===== config.mk =====
export PLATFORM = sky130hd
export DESIGN_NAME = strop_seq
export DESIGN_NICKNAME = d
export VERILOG_FILES = /design/src/rtl/strop_pkg.sv /design/src/rtl/strop_alu.sv /design/src/rtl/strop_idx.sv /design/src/rtl/strop_seq.sv
export SDC_FILE = /design/constraint.sdc
export NUM_CORES = 1
export LEC_CHECK = 0
export ABC_AREA = 1
export BUFFER_PORTS_ARGS = -buffer_cell sky130_fd_sc_hd__buf_4
export CAP_MARGIN = 10
export CORE_UTILIZATION = 30
export CTS_CLUSTER_DIAMETER = 150
export CTS_CLUSTER_SIZE = 12
export DETAILED_ROUTE_END_ITERATION = 8
export GPL_ROUTABILITY_DRIVEN = 0
export PLACE_DENSITY = 0.46
export SLEW_MARGIN = 20
export SYNTH_ARGS = -nofsm -noshare
export SYNTH_HDL_FRONTEND = slang
export SYNTH_SLANG_ARGS = --single-unit

===== constraint.sdc =====
create_clock -name clk -period 4.2 [get_ports clk]
set_input_delay 0 -clock clk [delete_from_list [all_inputs] [get_ports clk]]
set_output_delay 0 -clock clk [all_outputs]
set_load 0.05 [all_outputs]

===== src/rtl/strop_pkg.sv =====
package strop_pkg;

    typedef enum logic [2:0] {
        OP_MOVE  = 3'd0,
        OP_CMP   = 3'd1,
        OP_SCAN  = 3'd2,
        OP_LOAD  = 3'd3,
        OP_STORE = 3'd4
    } op_e;

    typedef enum logic [1:0] {
        RP_ONCE = 2'd0,
        RP_ALL  = 2'd1,
        RP_EQ   = 2'd2,
        RP_NE   = 2'd3
    } rep_e;

    typedef enum logic [2:0] {
        S_IDLE,
        S_CHECK,
        S_RDSRC,
        S_RDDST,
        S_WRDST,
        S_STEP,
        S_FIN
    } state_e;

    localparam int FL_CF = 0;
    localparam int FL_PF = 1;
    localparam int FL_AF = 2;
    localparam int FL_ZF = 3;
    localparam int FL_SF = 4;
    localparam int FL_OF = 5;
    localparam int FL_W  = 6;

endpackage


===== src/rtl/strop_alu.sv =====
module strop_alu
    import strop_pkg::*;
#(
    parameter int DW = 16
) (
    input  logic [DW-1:0]   a,
    input  logic [DW-1:0]   b,
    input  logic            wide,
    output logic [FL_W-1:0] fl
);
    localparam int HW = DW / 2;

    logic [DW:0]   diff_w;
    logic [HW:0]   diff_b;
    logic [DW-1:0] res;

    always_comb begin
        diff_w = {1'b0, a} - {1'b0, b};
        diff_b = {1'b0, a[HW-1:0]} - {1'b0, b[HW-1:0]};
        fl     = '0;
        if (wide) begin
            res       = diff_w[DW-1:0];
            fl[FL_CF] = diff_w[DW];
            fl[FL_ZF] = (diff_w[DW-1:0] == '0);
            fl[FL_SF] = diff_w[DW-1];
            fl[FL_OF] = (a[DW-1] ^ b[DW-1]) & (diff_w[DW-1] ^ a[DW-1]);
        end else begin
            res       = {{HW{1'b0}}, diff_b[HW-1:0]};
            fl[FL_CF] = diff_b[HW];
            fl[FL_ZF] = (diff_b[HW-1:0] == '0);
            fl[FL_SF] = diff_b[HW-1];
            fl[FL_OF] = (a[HW-1] ^ b[HW-1]) & (diff_b[HW-1] ^ a[HW-1]);
        end
        fl[FL_AF] = a[4] ^ b[4] ^ res[4];
        fl[FL_PF] = ~^res[7:0];
    end
endmodule


===== src/rtl/strop_idx.sv =====
module strop_idx #(
    parameter int AW = 16
) (
    input  logic [AW-1:0] idx,
    input  logic          dir,
    input  logic          wide,
    output logic [AW-1:0] nxt
);
    logic [AW-1:0] step;

    always_comb begin
        step = wide ? AW'(2) : AW'(1);
        nxt  = dir ? (idx - step) : (idx + step);
    end
endmodule


===== src/rtl/strop_seq.sv =====
module strop_seq
    import strop_pkg::*;
#(
    parameter int AW = 16,
    parameter int CW = 16,
    parameter int DW = 16
) (
    input  logic            clk,
    input  logic            rst_n,
    input  logic            start,
    input  logic [2:0]      op,
    input  logic            wide,
    input  logic [1:0]      rep,
    input  logic            dir,
    input  logic [AW-1:0]   si_in,
    input  logic [AW-1:0]   di_in,
    input  logic [CW-1:0]   cx_in,
    input  logic [DW-1:0]   acc_in,
    input  logic [FL_W-1:0] flags_in,
    output logic            busy,
    output logic            done,
    output logic [AW-1:0]   si_out,
    output logic [AW-1:0]   di_out,
    output logic [CW-1:0]   cx_out,
    output logic [DW-1:0]   acc_out,
    output logic [FL_W-1:0] flags_out,
    output logic            mem_req,
    output logic            mem_we,
    output logic            seg_dst,
    output logic            mem_wide,
    output logic [AW-1:0]   mem_addr,
    output logic [DW-1:0]   mem_wdata,
    input  logic [DW-1:0]   mem_rdata,
    input  logic            mem_rdy
);
    localparam int HW = DW / 2;

    state_e          st, st_nx;
    op_e             op_q;
    rep_e            rep_q;
    logic            wide_q, dir_q;
    logic [AW-1:0]   si_q, di_q, si_nx, di_nx;
    logic [CW-1:0]   cx_q;
    logic [DW-1:0]   acc_q, tmp_q, rd_val, acc_v, alu_a, alu_b;
    logic [FL_W-1:0] fl_q, alu_fl;
    logic            eq_mode, cont, adv_si, adv_di;

    // index steppers, one per pointer
    strop_idx #(.AW(AW)) u_si (.idx(si_q), .dir(dir_q), .wide(wide_q), .nxt(si_nx));
    strop_idx #(.AW(AW)) u_di (.idx(di_q), .dir(dir_q), .wide(wide_q), .nxt(di_nx));

    assign rd_val = wide_q ? mem_rdata : {{HW{1'b0}}, mem_rdata[HW-1:0]};
    assign acc_v  = wide_q ? acc_q : {{HW{1'b0}}, acc_q[HW-1:0]};
    assign alu_a  = (op_q == OP_CMP) ? tmp_q : rd_val;
    assign alu_b  = (op_q == OP_CMP) ? rd_val : acc_v;

    strop_alu #(.DW(DW)) u_alu (.a(alu_a), .b(alu_b), .wide(wide_q), .fl(alu_fl));

    assign eq_mode = (rep_q == RP_ALL) || (rep_q == RP_EQ);
    assign adv_si  = (op_q == OP_MOVE) || (op_q == OP_CMP) || (op_q == OP_LOAD);
    assign adv_di  = (op_q != OP_LOAD);

    always_comb begin
        if (rep_q == RP_ONCE)
            cont = 1'b0;
        else if ((op_q == OP_CMP) || (op_q == OP_SCAN))
            cont = eq_mode ? fl_q[FL_ZF] : ~fl_q[FL_ZF];
        else
            cont = 1'b1;
    end

    // next-state logic
    always_comb begin
        st_nx = st;
        unique case (st)
            S_IDLE:  if (start) st_nx = S_CHECK;
            S_CHECK: begin
                if ((rep_q != RP_ONCE) && (cx_q == '0))
                    st_nx = S_FIN;
                else begin
                    unique case (op_q)
                        OP_MOVE, OP_CMP, OP_LOAD: st_nx = S_RDSRC;
                        OP_SCAN:                  st_nx = S_RDDST;
                        OP_STORE:                 st_nx = S_WRDST;
                        default:                  st_nx = S_FIN;
                    endcase
                end
            end
            S_RDSRC: if (mem_rdy) begin
                unique case (op_q)
                    OP_MOVE: st_nx = S_WRDST;
                    OP_CMP:  st_nx = S_RDDST;
                    default: st_nx = S_STEP;
                endcase
            end
            S_RDDST: if (mem_rdy) st_nx = S_STEP;
            S_WRDST: if (mem_rdy) st_nx = S_STEP;
            S_STEP:  st_nx = cont ? S_CHECK : S_FIN;
            S_FIN:   st_nx = S_IDLE;
            default: st_nx = S_IDLE;
        endcase
    end

    // state register
    always_ff @(posedge clk or negedge rst_n) begin
        if (!rst_n) st <= S_IDLE;
        else        st <= st_nx;
    end

    // datapath registers
    always_ff @(posedge clk or negedge rst_n) begin
        if (!rst_n) begin
            op_q   <= OP_MOVE;
            rep_q  <= RP_ONCE;
            wide_q <= 1'b0;
            dir_q  <= 1'b0;
            si_q   <= '0;
            di_q   <= '0;
            cx_q   <= '0;
            acc_q  <= '0;
            tmp_q  <= '0;
            fl_q   <= '0;
        end else begin
            if ((st == S_IDLE) && start) begin
                op_q   <= op_e'(op);
                rep_q  <= rep_e'(rep);
                wide_q <= wide;
                dir_q  <= dir;
                si_q   <= si_in;
                di_q   <= di_in;
                cx_q   <= cx_in;
                acc_q  <= acc_in;
                fl_q   <= flags_in;
            end
            if ((st == S_RDSRC) && mem_rdy) begin
                tmp_q <= rd_val;
                if (op_q == OP_LOAD)
                    acc_q <= wide_q ? mem_rdata : {acc_q[DW-1:HW], mem_rdata[HW-1:0]};
            end
            if ((st == S_RDDST) && mem_rdy)
                fl_q <= alu_fl;
            if (st == S_STEP) begin
                if (adv_si) si_q <= si_nx;
                if (adv_di) di_q <= di_nx;
                if (rep_q != RP_ONCE) cx_q <= cx_q - CW'(1);
            end
        end
    end

    // outputs
    always_comb begin
        mem_req   = 1'b0;
        mem_we    = 1'b0;
        seg_dst   = 1'b0;
        mem_addr  = si_q;
        mem_wdata = (op_q == OP_MOVE) ? tmp_q : acc_q;
        mem_wide  = wide_q;
        unique case (st)
            S_RDSRC: begin
                mem_req = 1'b1;
            end
            S_RDDST: begin
                mem_req  = 1'b1;
                seg_dst  = 1'b1;
                mem_addr = di_q;
            end
            S_WRDST: begin
                mem_req  = 1'b1;
                mem_we   = 1'b1;
                seg_dst  = 1'b1;
                mem_addr = di_q;
            end
            default: ;
        endcase
    end

    assign busy      = (st != S_IDLE);
    assign done      = (st == S_FIN);
    assign si_out    = si_q;
    assign di_out    = di_q;
    assign cx_out    = cx_q;
    assign acc_out   = acc_q;
    assign flags_out = fl_q;

    AST_REQ_HOLD: assert property (@(posedge clk) disable iff (!rst_n)
        (mem_req && !mem_rdy) |=> (mem_req && $stable(mem_addr) && $stable(seg_dst) && $stable(mem_we)));

    AST_DONE_PULSE: assert property (@(posedge clk) disable iff (!rst_n)
        done |=> (!done && !busy));

    AST_IDLE_QUIET: assert property (@(posedge clk) disable iff (!rst_n)
        !busy |-> !mem_req);

    AST_ZERO_COUNT_EXIT: assert property (@(posedge clk) disable iff (!rst_n)
        ((st == S_CHECK) && (rep_q != RP_ONCE) && (cx_q == '0)) |=> (done && !mem_req));

    AST_ONCE_CX_HOLD: assert property (@(posedge clk) disable iff (!rst_n)
        ((rep_q == RP_ONCE) && busy && $past(busy)) |-> $stable(cx_out));

    AST_FLAGS_KEEP: assert property (@(posedge clk) disable iff (!rst_n)
        ((op_q == OP_MOVE || op_q == OP_LOAD || op_q == OP_STORE) && busy && $past(busy)) |-> $stable(flags_out));

endmodule


==> metrics.csv <==
stage,metric,value,unit
setup_path,Setup crit end kind,register,
detailed_routing,drt wl/cell,15.4,um
clock_network,Setup Buffers After CTS,0,
yosys,"top cells by area, synth","dfrtp_1 31%, nand2_1 16%, o21ai_0 11%, ha_1 7.7%, inv_1 7.3%",
hold_path,Worst Hold Path Cells,4,
detailed_routing,post-DR vias/cell,4.80,
detailed_routing,Post-DRT Antenna Nets,0,
yosys,post-synthesis sequential area ratio,0.310,
yosys,XOR/XNOR Fraction of Synth Area,0.0337,
sta,Max Clk Rate,290,MHz
yosys,Mapped Cells,1160,
setup_path,Critical Path Max Stage Delay,0.44,ns
placed_design,port bufs,204,
setup_path,Worst R2R Path Depth,21,
floorplanning,chip height,163,um
sta,worst rel slew slack,0.385,
floorplanning,row count,58,
run,Max-Cap Viols,0,
setup_path,r2r startpoint,op_q[2],
setup_path,FF-to-FF setup slack,0.76,ns
sta,Clock Skew,0.0123,ns
yosys,Adder-Cell Fraction of Synth Area,0.0851,
sta,unrepaired setup endpoints after global routing,no,
clock_network,root buf cell,clkbuf_16,
floorplanning,Die W,163,um
yosys,Yosys Warn Count,0,
detailed_routing,vias after detailed routing,8553,
yosys,mapped cell area,7760,um^2
placed_design,Placed Instances,1661,
setup_path,slowest cell on the critical path,dfrtp_1,
yosys,Yosys reg bits,96,
floorplanning,Core Area,25300,um^2
floorplanning,initial core utilization,0.307,
outcome,run status,completed,
yosys,post-synth top area share,0.310,
finish,fill cell total of the finished layout,2665,
setup_path,crit-path leading delay family,simple AND/OR/NAND/NOR gates,
global_route,global-route wire length before repair,44100,um
yosys,Synth cell types,51,
detailed_routing,drt pass-1 iters,4,
clock_network,CTS Sinks,96,
global_route,vias in the first global route,8557,
finish,nets,1594,
finish,fin util,0.434,
yosys,Most used DFF post-synth,dfrtp_1,
clock_network,htree depth,3,
setup_path,WP data arrival,3.73,ns
setup_path,WS Path Type,reg -> reg,
detailed_routing,total wire length,27400,um
clock_network,Clock Path Buffers,2,
yosys,largest area contributor in the netlist,dfrtp_1,
yosys,mux cell area share after synthesis,0.00403,
yosys,simple-gate portion of the synthesized area,0.258,
setup_path,crit path buf inv count,2,
sta,Final min period,3.44,ns
clock_network,Skew-Pair Late Insertion Delay,0.36,ns
setup_path,crit path max fanout,30,
finish,Area growth syn-to-layout,41.3,%
finish,number of diodes,0,
setup_path,most numerous cell on the critical path,nand2_1,
floorplanning,Die Footprint,26500,um^2
yosys,"EDFF count, synth",0,
placed_design,dpl ws,0.762,ns
yosys,largest family of logic cells by synthesized area,simple AND/OR/NAND/NOR gates,
global_route,initial antenna violation count,0,
yosys,Mean Syn Cell Area,6.69,um^2
sta,final setup TNS,0,ns
clock_network,CTS tree,yes,
clock_network,Worst-path clk slew,0.07,ns
sta,Tightest Pin Transition,0.923,ns
sta,Tcrit/Tclk final,0.820,
yosys,"Async S/R FF share, synth",1.00,
setup_path,Critical Path RT,4.49,ns
sta,Finish-stage setup viols,0,
global_route,Tot GR Track Use,0.212,
hold_path,Hold Crit Start,flags_in[1],
finish,Post-Layout Cell Count,1781,
clock_network,CTS buffer count,9,
detailed_routing,# DRC,0,
setup_path,Startpoint Class,register,
yosys,Synth Area in Compound Gates,0.212,
global_route,GRT overflow,0,
setup_path,FF-to-FF End,flags_out[3],
sta,post-route setup slack,0.757,ns
sta,Fin. Hold Viols,0,
sta,max-slew violation count,0,
hold_path,sink of the worst hold path,flags_out[1],
finish,layout cell share with drive strength beyond 1,0.178,
hold_path,Hold Path Class,in -> reg,
setup_path,CP Cell Sequence,inv_2 -> nand3_2 -> o21ai_0 -> ha_1 -> inv_1 -> fa_1 -> nand2_1 -> nand3_1 -> nand2_1 -> nand3_1 -> nand3_1 -> nand2_1 -> nand2_1 -> nand2_1 -> nand2_1 -> nand2_1 -> nor2_1 -> nand3_1 -> nand2_1 -> nand2_1 -> a21oi_2,
floorplanning,Ports,205,
yosys,top-count cell post-synth,nand2_1,
yosys,Post-synth top cells,"339 x nand2_1, 165 x o21ai_0, 150 x inv_1",
detailed_routing,Iteration-0 DRC Markers,464,
global_route,largest net degree at the start of global routing,69,
placed_design,post-detail-place hpwl,20200,um
yosys,"Net Count, Synth",1308,
==> state kept, by name (all words and copies together) (netlist names), 2 cells and up <==
name	count
acc_out	16
rep_q	2
tmp_q	16
st	3
cx_out	16
di_out	16
si_out	16
flags_out	6
op_q	3
==> layout make-up <==
cell class                 count  area [um^2]  area share
sequential                    96         2400       0.219
clock inverter                 6         67.6     0.00617
inverter                     156          586      0.0534
timing repair buffer         317         2640       0.241
tap                          330          413      0.0377
multi-input combinational    866         4610       0.421
clock buffer                  10          239      0.0218
==> worst max-delay path by stage <==
stage	startpoint	end	cells after the start
global route	op_q[2]	flags_out[3]	21
detailed placement	op_q[2]	flags_out[3]	21
floorplan	op_q[2]	flags_out[1]	17
CTS	op_q[2]	flags_out[3]	21
global placement	op_q[2]	flags_out[3]	21
finish	op_q[2]	flags_out[3]	21
==> layer usage <==
metal | global-route usage | wire length (um) | vias to the layer above | part of all wire
li1 | - | - | 4399 | -
met1 | 0.284 | 13200 | 3950 | 0.48
met2 | 0.362 | 12900 | 188 | 0.47
met3 | 0.0216 | 979 | 16 | 0.036
met4 | 0.0518 | 349 | 0 | 0.013
met5 | 0 | 0 | - | 0
==> logic make-up (layout without fill, tap and decap cells) <==
group / after synthesis / after routing
buffers and inverters: 198 / 489
muxes: 3 / 3
AOI/OAI and AO/OA: 299 / 299
adders and majority gates: 51 / 51
DFF: 96 / 96
and+or+nand+nor: 484 / 484
xor gates and xnor gates: 29 / 29
==> stage by stage <==
| step | hold WS (ns) | area, um^2 |
|---|---|---|
| finish | 0.0287 | 11000 |
| global placement | 0.205 | 9610 |
| CTS | 0.0136 | 11000 |
| global route | 0.0307 | 11000 |
| floorplan | -0.296 | 7760 |
| detailed placement | 0.210 | 9610 |
==> worst register-to-register path: stages, from the launching register on <==
cell	delay (ns)
dfrtp_1	0.44
inv_2	0.13
nand3_2	0.42
o21ai_0	0.44
ha_1	0.20
inv_1	0.04
fa_1	0.41
nand2_1	0.11
nand3_1	0.10
nand2_1	0.12
nand3_1	0.11
nand3_1	0.11
nand2_1	0.10
nand2_1	0.10
nand2_1	0.05
nand2_1	0.06
nand2_1	0.05
nor2_1	0.09
nand3_1	0.07
nand2_1	0.06
nand2_1	0.06
a21oi_2	0.12
==> cell usage in the layout, fill, tap and decap left out, types with 2 or more instances in the layout <==
master         synthesis  routed
inv_2                  5       5
clkbuf_16              0       9
ha_1                  48      48
a31oi_1               13      13
nand3_1               38      38
mux2i_1                2       2
dlygate4sd3_1          0     104
a31o_2                 2       2
a21oi_1               63      63
o211ai_1              12      12
dfrtp_1               96      96
nor3_1                12      12
nand3_2                3       3
xor2_1                18      18
o21bai_1               4       4
nand2_2                7       9
o21ai_1                9       9
clkinvlp_4             0       2
a21boi_1               2       2
o21ai_0              165     165
nand2_1              339     337
buf_4                  0     213
xnor2_1               10      10
fa_1                   3       3
nor2_1                62      61
nand4_1                7       7
o221ai_1               8       8
or2_2                  2       2
o22ai_1                8       8
and2_1                 2       2
inv_1                150     150
nand3b_1               4       4
nand2_4                2       2
a32oi_1                3       3
a21o_1                 2       2
o31ai_1                2       2
==> what timing repair did <==
item	4_1_cts	5_1_grt
hold buffers	104	0
resized for setup	0	0
hold endpoints to repair	154	0
setup endpoints to repair	0	0
Power is left out: the tool's default activity adds up to more than one toggle a clock period on the data nets, which glitch-free logic cannot reach.
